### src/rtl/add_dec_pkg.sv
package add_dec_pkg;

    localparam int IDX_W = 4;

    typedef enum logic [1:0] {
        FORM_RM_DST  = 2'd0,
        FORM_REG_DST = 2'd1,
        FORM_RM_IMM  = 2'd2,
        FORM_ACC_IMM = 2'd3
    } form_e;

    typedef enum logic [1:0] {
        SZ_8  = 2'd0,
        SZ_16 = 2'd1,
        SZ_32 = 2'd2,
        SZ_64 = 2'd3
    } size_e;

    typedef enum logic [1:0] {
        IMM_NONE = 2'd0,
        IMM_B1   = 2'd1,
        IMM_B2   = 2'd2,
        IMM_B4   = 2'd3
    } imm_e;

    typedef enum logic [1:0] {
        IK_NONE  = 2'd0,
        IK_BYTE  = 2'd1,
        IK_BSEXT = 2'd2,
        IK_FULL  = 2'd3
    } imm_kind_e;

    typedef struct packed {
        logic             valid;
        logic             is_add;
        form_e            form;
        size_e            size;
        imm_e             imm_len;
        logic             imm_sext;
        logic [IDX_W-1:0] dst_idx;
        logic             dst_hi;
        logic             dst_mem;
        logic [IDX_W-1:0] src_idx;
        logic             src_hi;
        logic             src_mem;
        logic             ud;
    } dec_out_t;

endpackage

### src/rtl/add_opclass.sv
module add_opclass
    import add_dec_pkg::*;
(
    input  logic [7:0] opcode,
    input  logic [2:0] grp_sel,
    output logic       hit,
    output form_e      form,
    output logic       byte_op,
    output imm_kind_e  imm_kind
);
    localparam logic [7:0] OP_GRP_B  = 8'h80;
    localparam logic [7:0] OP_GRP_F  = 8'h81;
    localparam logic [7:0] OP_GRP_BS = 8'h83;

    always_comb begin
        hit      = 1'b0;
        form     = FORM_RM_DST;
        byte_op  = 1'b0;
        imm_kind = IK_NONE;
        if (opcode[7:3] == 5'b00000 && opcode[2:1] != 2'b11) begin
            hit     = 1'b1;
            byte_op = ~opcode[0];
            unique case (opcode[2:1])
                2'b00:   form = FORM_RM_DST;
                2'b01:   form = FORM_REG_DST;
                default: begin
                    form     = FORM_ACC_IMM;
                    imm_kind = opcode[0] ? IK_FULL : IK_BYTE;
                end
            endcase
        end else if (grp_sel == 3'd0) begin
            form = FORM_RM_IMM;
            if (opcode == OP_GRP_B) begin
                hit      = 1'b1;
                byte_op  = 1'b1;
                imm_kind = IK_BYTE;
            end else if (opcode == OP_GRP_F) begin
                hit      = 1'b1;
                imm_kind = IK_FULL;
            end else if (opcode == OP_GRP_BS) begin
                hit      = 1'b1;
                imm_kind = IK_BSEXT;
            end
        end
    end
endmodule

### src/rtl/add_size_sel.sv
module add_size_sel
    import add_dec_pkg::*;
(
    input  logic      byte_op,
    input  imm_kind_e imm_kind,
    input  logic      rex_w_eff,
    input  logic      opsize_pfx,
    output size_e     size,
    output imm_e      imm_len,
    output logic      imm_sext
);
    always_comb begin
        if (byte_op)         size = SZ_8;
        else if (rex_w_eff)  size = SZ_64;
        else if (opsize_pfx) size = SZ_16;
        else                 size = SZ_32;

        unique case (imm_kind)
            IK_BYTE: begin
                imm_len  = IMM_B1;
                imm_sext = 1'b0;
            end
            IK_BSEXT: begin
                imm_len  = IMM_B1;
                imm_sext = 1'b1;
            end
            IK_FULL: begin
                imm_len  = (size == SZ_16) ? IMM_B2 : IMM_B4;
                imm_sext = (size == SZ_64);
            end
            default: begin
                imm_len  = IMM_NONE;
                imm_sext = 1'b0;
            end
        endcase
    end
endmodule

### src/rtl/add_reg_map.sv
module add_reg_map
    import add_dec_pkg::*;
(
    input  logic [2:0]       code,
    input  logic             ext,
    input  logic             rex_any,
    input  logic             byte_op,
    output logic [IDX_W-1:0] idx,
    output logic             hi
);
    localparam int PAD_W = IDX_W - 3;

    always_comb begin
        if (byte_op && !rex_any && code[2]) begin
            idx = {{(IDX_W-2){1'b0}}, code[1:0]};
            hi  = 1'b1;
        end else begin
            idx = {{(PAD_W-1){1'b0}}, ext, code};
            hi  = 1'b0;
        end
    end
endmodule

### src/rtl/add_form_decoder.sv
module add_form_decoder
    import add_dec_pkg::*;
(
    input  logic       clk,
    input  logic       rst_n,
    input  logic       in_valid,
    input  logic       mode64,
    input  logic       pfx_opsize,
    input  logic       pfx_rex,
    input  logic       rex_w,
    input  logic       rex_r,
    input  logic       rex_b,
    input  logic       pfx_lock,
    input  logic [7:0] opcode,
    input  logic [7:0] modrm,
    output logic       out_valid,
    output logic       is_add,
    output logic [1:0] form,
    output logic [1:0] opsize,
    output logic [1:0] imm_len,
    output logic       imm_sext,
    output logic [3:0] dst_idx,
    output logic       dst_hi,
    output logic       dst_mem,
    output logic [3:0] src_idx,
    output logic       src_hi,
    output logic       src_mem,
    output logic       ud_fault
);
    localparam int NOPS = 2;
    localparam int OPD_REG = 0;
    localparam int OPD_RM  = 1;

    dec_out_t  st_d, st_q;

    logic      rex_any, rex_w_e, rex_r_e, rex_b_e;
    logic      hit, byte_op;
    form_e     form_c;
    imm_kind_e imm_kind;
    size_e     size_c;
    imm_e      imm_len_c;
    logic      imm_sext_c;
    logic      rm_is_mem;

    logic [2:0]       opd_code [NOPS];
    logic             opd_ext  [NOPS];
    logic [IDX_W-1:0] opd_idx  [NOPS];
    logic             opd_hi   [NOPS];

    assign rex_any   = mode64 & pfx_rex;
    assign rex_w_e   = rex_any & rex_w;
    assign rex_r_e   = rex_any & rex_r;
    assign rex_b_e   = rex_any & rex_b;
    assign rm_is_mem = (modrm[7:6] != 2'b11);

    assign opd_code[OPD_REG] = modrm[5:3];
    assign opd_ext[OPD_REG]  = rex_r_e;
    assign opd_code[OPD_RM]  = modrm[2:0];
    assign opd_ext[OPD_RM]   = rex_b_e;

    add_opclass u_class (
        .opcode   (opcode),
        .grp_sel  (modrm[5:3]),
        .hit      (hit),
        .form     (form_c),
        .byte_op  (byte_op),
        .imm_kind (imm_kind)
    );

    add_size_sel u_size (
        .byte_op    (byte_op),
        .imm_kind   (imm_kind),
        .rex_w_eff  (rex_w_e),
        .opsize_pfx (pfx_opsize),
        .size       (size_c),
        .imm_len    (imm_len_c),
        .imm_sext   (imm_sext_c)
    );

    for (genvar g = 0; g < NOPS; g++) begin : g_opd
        add_reg_map u_map (
            .code    (opd_code[g]),
            .ext     (opd_ext[g]),
            .rex_any (rex_any),
            .byte_op (byte_op),
            .idx     (opd_idx[g]),
            .hi      (opd_hi[g])
        );
    end

    always_comb begin
        st_d       = '0;
        st_d.valid = in_valid;
        if (in_valid && hit) begin
            st_d.is_add   = 1'b1;
            st_d.form     = form_c;
            st_d.size     = size_c;
            st_d.imm_len  = imm_len_c;
            st_d.imm_sext = imm_sext_c;
            unique case (form_c)
                FORM_RM_DST, FORM_RM_IMM: begin
                    st_d.dst_mem = rm_is_mem;
                    st_d.dst_idx = rm_is_mem ? '0 : opd_idx[OPD_RM];
                    st_d.dst_hi  = rm_is_mem ? 1'b0 : opd_hi[OPD_RM];
                    if (form_c == FORM_RM_DST) begin
                        st_d.src_idx = opd_idx[OPD_REG];
                        st_d.src_hi  = opd_hi[OPD_REG];
                    end
                end
                FORM_REG_DST: begin
                    st_d.dst_idx = opd_idx[OPD_REG];
                    st_d.dst_hi  = opd_hi[OPD_REG];
                    st_d.src_mem = rm_is_mem;
                    st_d.src_idx = rm_is_mem ? '0 : opd_idx[OPD_RM];
                    st_d.src_hi  = rm_is_mem ? 1'b0 : opd_hi[OPD_RM];
                end
                default: ;
            endcase
            st_d.ud = pfx_lock & ~st_d.dst_mem;
        end
    end

    always_ff @(posedge clk) begin
        if (!rst_n) st_q <= '0;
        else        st_q <= st_d;
    end

    assign out_valid = st_q.valid;
    assign is_add    = st_q.is_add;
    assign form      = st_q.form;
    assign opsize    = st_q.size;
    assign imm_len   = st_q.imm_len;
    assign imm_sext  = st_q.imm_sext;
    assign dst_idx   = st_q.dst_idx;
    assign dst_hi    = st_q.dst_hi;
    assign dst_mem   = st_q.dst_mem;
    assign src_idx   = st_q.src_idx;
    assign src_hi    = st_q.src_hi;
    assign src_mem   = st_q.src_mem;
    assign ud_fault  = st_q.ud;
endmodule

### config.mk
export PLATFORM = sky130hd
export DESIGN_NAME = add_form_decoder
export DESIGN_NICKNAME = d
export VERILOG_FILES = /design/src/rtl/add_dec_pkg.sv /design/src/rtl/add_opclass.sv /design/src/rtl/add_size_sel.sv /design/src/rtl/add_reg_map.sv /design/src/rtl/add_form_decoder.sv
export SDC_FILE = /design/constraint.sdc
export NUM_CORES = 1
export LEC_CHECK = 0
export BUFFER_PORTS_ARGS = -buffer_cell sky130_fd_sc_hd__buf_4
export CORE_MARGIN = 4
export CORE_UTILIZATION = 40
export DETAILED_ROUTE_END_ITERATION = 8
export PLACE_DENSITY = 0.7
export REMOVE_ABC_BUFFERS = 1
export SLEW_MARGIN = 30
export SYNTH_ARGS = -nofsm -noshare
export SYNTH_HDL_FRONTEND = slang
export SYNTH_SLANG_ARGS = --single-unit
### constraint.sdc
create_clock -name clk -period 6.5 [get_ports clk]
set_clock_uncertainty 0.15 [all_clocks]
set_input_delay 0.325 -clock clk [delete_from_list [all_inputs] [get_ports clk]]
set_output_delay 0.325 -clock clk [all_outputs]
set_load 0.005 [all_outputs]
* After elaboration in Yosys (flattened, before gate mapping) *
Cells that the tools add are included.

word-level totals
  flip-flop bits (word level) = 22
  word-level logic and storage cells = 85
  output and inout port bits = 22
  input port bits = 26

operators by class
  bitwise operators = 7
  mux-type cells = 37
  reductions and logical operators = 15
  equality and inequality tests = 13

operator list
  kind                                                                   number
  8-bit equality test, second input constant                             3
  2-bit two-way mux                                                      12
  21-bit two-way mux                                                     1
  5-bit one-hot mux with 2 select lines                                  2
  1-bit two-way mux                                                      15
  4-bit two-way mux                                                      3
  2-bit by 1-bit equality test with 1-bit output, second input constant  4
  2-bit equality test, second input constant                             4
  2-bit one-hot mux with 2 select lines                                  2
  2-bit OR reduction                                                     3
  1-bit bitwise AND                                                      5
  1-bit logical AND                                                      5
  5-bit zero test                                                        1
  5-bit two-way mux                                                      1
  2-bit zero test                                                        2
  2-bit != test, second input constant                                   2
  3-bit zero test                                                        1
  3-bit AND reduction                                                    1
  1-bit inverter                                                         2
  1-bit one-hot mux with 2 select lines                                  1
  2-bit AND reduction                                                    1
  1-bit zero test                                                        1

* Longest topological paths before layout *
  depth in word-level cells = 11
  depth in mapped cells = 8
  depth with buffers taken out = 7

* Modules after synthesis *
From an unflattened synthesis, not the netlist that was laid out.

second synthesis, totals
  cell total of the unflattened synthesis = 125
  area, all modules = 1141.1 sq um

modules (own cells, without submodules)
  module            area an instance (sq um)  seq. area each (sq um)  cells an instance  instances
  add_form_decoder  808.3                     440.4                   75                 1
  add_opclass       143.9                     0.0                     23                 1
  add_size_sel      101.3                     0.0                     15                 1
  add_reg_map       43.8                      0.0                     6                  2

* Worst setup path after synthesis *
OpenSTA, ideal clock, no wires.

  path kind = input-to-reg
  start point = in opcode[3]
  end point = reg st_q (netlist bit imm_sext)
  slack = 4.226 ns
  stages on the path = 7
  arrival time = 2.053 ns
  required time = 6.279 ns
  setup time = 0.071 ns
  path buffers = 1
  path through = or4_4 buf_6 or3_1 inv_1 ha_1 or3b_1 a21oi_1

between the ends
  longest elaborated chain between the ends = 8
  elaborated cells on any way between the ends = 25
  those cells by class = 6 x eq/ne; 15 x mux; 4 x reduce/logical

RTL lines
  what                                                                          line                                        source
  start, declared                                                               add_form_decoder.sv:14                      input logic [7:0] opcode,
  8-bit equality test                                                           add_opclass.sv:40                           end else if (opcode == OP_GRP_BS) begin
  2-bit two-way mux or 1-bit two-way mux (tied branches)                        add_opclass.sv:40
  2-bit two-way mux or 1-bit two-way mux (tied branches)                        add_opclass.sv:37                           end else if (opcode == OP_GRP_F) begin
  2-bit two-way mux or 1-bit two-way mux (tied branches)                        add_opclass.sv:33                           if (opcode == OP_GRP_B) begin
  2-bit two-way mux or 1-bit two-way mux (tied branches)                        add_opclass.sv:31                           end else if (grp_sel == 3'd0) begin
  2-bit two-way mux or 1-bit two-way mux (tied branches)                        add_opclass.sv:20                           if (opcode[7:3] == 5'b00000 && opcode[2:1] != 2'b11) begin
  2-bit equality test or 1-bit logical AND (tied branches)                      add_size_sel.sv:18, add_form_decoder.sv:94
  1-bit one-hot mux with 2 select lines or 2-bit AND reduction (tied branches)  --
  end signal, assigned                                                          add_form_decoder.sv:125                     else st_q <= st_d;
  end, declared                                                                 add_form_decoder.sv:34                      dec_out_t st_d, st_q;

Parallel ways exist; a longest one is shown, timed or not.
A chain may end at the register's enable or synchronous reset.

* Worst setup path in the final report *
  start point = in opcode[2]
  end point = reg st_q (netlist bit imm_sext)

The elaborated chain is that of the path after synthesis.

==> results.toml <==
[floorplan]
die_width_um = 59.1
placement_rows = 18
initial_core_utilization_pct = 42.2
die_area_um2 = 3500
die_y_um = 59.1
core-area_um2 = 2480
num_io_pins = 48

[sta]
fmaxAchievable_mhz = 470
timing_worst_slew_pin_value_ns = 0.668
fin_hold_ws_ns = 0.0847
finalSetupViolations = 0
hold_viol = 0
final.min_clock_period_ns = 2.13
final_max_tran_viols = 0
fin_setup_tns_ns = 0
period_share_pct = 32.7
setup_slack_of_the_critical_path_after_layout_ns = 4.37
grt_setup_unrepaired = "false"
slew_headroom_pct = 55.1

[synthesis]
synth_area_um2 = 1050
netlist_instances = 106
postSynth.topFlopCell = "sky130_fd_sc_hd__dfxtp_1"
synth.ff_latch_count = 22
ys_async_sr_fraction_pct = 0
synthMostInstantiatedCell = "sky130_fd_sc_hd__dfxtp_1"
synth.area.top_cells = "sky130_fd_sc_hd__dfxtp_1 42%, sky130_fd_sc_hd__buf_6 5.4%, sky130_fd_sc_hd__a32oi_1 5.0%"
yosysSeqAreaShare_pct = 42.1
post_synth.cell_area_avg_um2 = 9.87
ys_types = 39
synth_enable_flop_cells = 0
netlist_top_cells_count = "22 x sky130_fd_sc_hd__dfxtp_1, 8 x sky130_fd_sc_hd__nor2_1, 6 x sky130_fd_sc_hd__a32oi_1"
post-synth-top-area-fraction_pct = 42.1
netlist.top_cell.by_area = "sky130_fd_sc_hd__dfxtp_1"
synthesis.yosys.warnings = 0

[placed_design]
place_congestion = 0.886
numPortBuffers = 47
detailed_place.area_um2 = 1370
dp_cells = 176
dp.final_hpwl_um = 1910
dp_slack_ns = 4.09

[cells_and_area]
final_nets = 181
num_antenna_cells = 0
post_route_cell_area_um2 = 1410
flow.area_growth_from_synthesis_pct = 34.6
post_layout_nonfiller_instances = 180
layout-drive-gt1-share_pct = 39.3

[cts]
cts_setup_buffers = 0
path_clk_slew_ns = 0.12
clockRootBuffer = "sky130_fd_sc_hd__clkbuf_4"
num_cts_buffers = 3
cts_hold_buf = 0
cts_num_sinks = 22
cts_max_path_buffers = 2
post_cts_resized = 0
clock_tree_from_tritoncts = "built"
cts_htree_levels = 1

[worst_hold_path]
worst_hold_path.num_cells = 3
hold_start = "pfx_lock"
min-delay-path-class = "input port to register"
worst_hold_path.endpoint = "ud_fault"

[grt]
grt_first_pass_wirelength_um = 3750
maximum_number_of_pins_on_one_net_before_global_route_repair = 14
grt_pass1_vias = 849
gr-usage-all-layers_pct = 14.0
initial_antenna_violation_count = 0
grt-ovfl-total = 0

[status]
outcome = "completed"

[power]
cell_internal_pwr_uw = 185
vdd.ir_drop.worst_v = 0.0000853
switching_power_total_uw = 55.5
p_seq_share_pct = 56.3
netSwitchingFraction_pct = 23.1
p_leak_uw = 0.000608
share_clk_of_total_power_pct = 31.1
powerDensity_nw_per_um2 = 171
combinationalPowerShare_pct = 12.6

[route]
routed_wire_length_per_instance_um = 13.4
detail_route.vias_per_cell = 5.33
routed_wirelength_um = 2410
antenna_left = 0
drt_drc_violations_left = 0
count_of_vias_placed_by_the_detailed_router = 959
first_pass_iters = 4
drt_first_iter_violations = 20

[run]
maxCapViolCount = 0

[critical_path]
worstPathArrival_ns = 2.21
cp_data_required_time_ns = 6.58
crit_path_top_delay_cell = "sky130_fd_sc_hd__nor4_1"
critPathMaxFanout = 10
critical_path.startpoint_type = "input port"
cells_along_the_critical_path = "buf_4, nor4_1, a21boi_1, or3_1, inv_1, ha_1, or3b_1, a21oi_1"
timing_worst_setup_path_type = "input port to register"
max_stage_delay_ns = 0.47
cp-end-kind = "register"
[metrics by stage]
stage	power, uW	utilization (%)
6_report	241	56.8
5_1_grt	252	56.8
4_1_cts	242	56.8
3_5_place_dp	169	55.4
3_3_place_gp	168	55.4
2_1_floorplan	148	-
[power by group through the flow]
stage                     logic, uW  registers (uW)  clock network, uW
final                          30.3             135               74.8
after CTS                      30.3             135               76.7
after detailed placement       30.2             138                  0
after global routing           33.2             136               83.6
after global placement         29.6             138                  0
after floorplan                9.96             139                  0
[cells in the final DEF (no fill, tap or decap), types with 2 or more instances in the layout]
cell type,n
sky130_fd_sc_hd__buf_4,47
sky130_fd_sc_hd__dfxtp_1,22
sky130_fd_sc_hd__nor2_1,8
sky130_fd_sc_hd__a32oi_1,6
sky130_fd_sc_hd__nand2_1,5
sky130_fd_sc_hd__nand3_1,5
sky130_fd_sc_hd__inv_1,5
sky130_fd_sc_hd__ha_1,4
sky130_fd_sc_hd__and3_1,3
sky130_fd_sc_hd__o21ai_1,3
sky130_fd_sc_hd__nor3b_1,3
sky130_fd_sc_hd__clkbuf_4,3
sky130_fd_sc_hd__nor4_1,2
sky130_fd_sc_hd__o21ai_0,2
sky130_fd_sc_hd__a21boi_1,2
sky130_fd_sc_hd__or3_1,2
sky130_fd_sc_hd__a211oi_1,2
sky130_fd_sc_hd__a21oi_1,2
sky130_fd_sc_hd__nor2b_1,2
sky130_fd_sc_hd__a31oi_1,2
sky130_fd_sc_hd__nor3_1,2
[layer usage]
metal	part of all wire, %	vias up	track usage, %
met4	2.2	0	7.77
li1	-	470	-
met3	10	5	2.18
met1	40	435	17.9
met2	47	49	22.2
met5	0	-	0
[worst max path at each step]
stage / end / slack [ns] / from / cells past startpoint
global placement: imm_sext / 4.12 / opcode[3] / 7
CTS: imm_sext / 4.41 / opcode[2] / 8
floorplan: imm_sext / 4.27 / opcode[3] / 6
global route: imm_sext / 4.32 / opcode[2] / 8
finish: imm_sext / 4.37 / opcode[2] / 8
detailed placement: imm_sext / 4.09 / opcode[3] / 7
[state kept, by name, indices dropped and copies added (netlist names), 2 cells and up]
signal,flops
dst_idx,4
form,2
imm_len,2
opsize,2
src_idx,4
[area by class of cell]
| type | count | area [um^2] |
|---|---|---|
| Timing Repair Buffer | 47 | 353 |
| Multi-Input combinational cell | 71 | 518 |
| Tap cell | 30 | 37.5 |
| Inverter | 6 | 22.5 |
| Clock buffer | 4 | 36.3 |
| Sequential cell | 22 | 440 |
| Fill cell | 230 | 1070 |
[critical path: cells and delay by family]
family                     cells  cell delay (ns)
adders and majority gates      1             0.15
buffers and inverters          2             0.26
and+or+nand+nor                3             1.18
AOI/OAI and AO/OA              2             0.29
[logic make-up (layout without fill, tap and decap cells)]
logic type,after synthesis,in the layout,share of synthesized area [%]
and+or+nand+nor,43,43,26.1
DFF,22,22,42.1
AOI/OAI and AO/OA,23,23,17.8
xor gates and xnor gates,1,1,0.837
buffers and inverters,13,57,8.37
adders and majority gates,4,4,4.78
(Power assumes the default switching activity.)
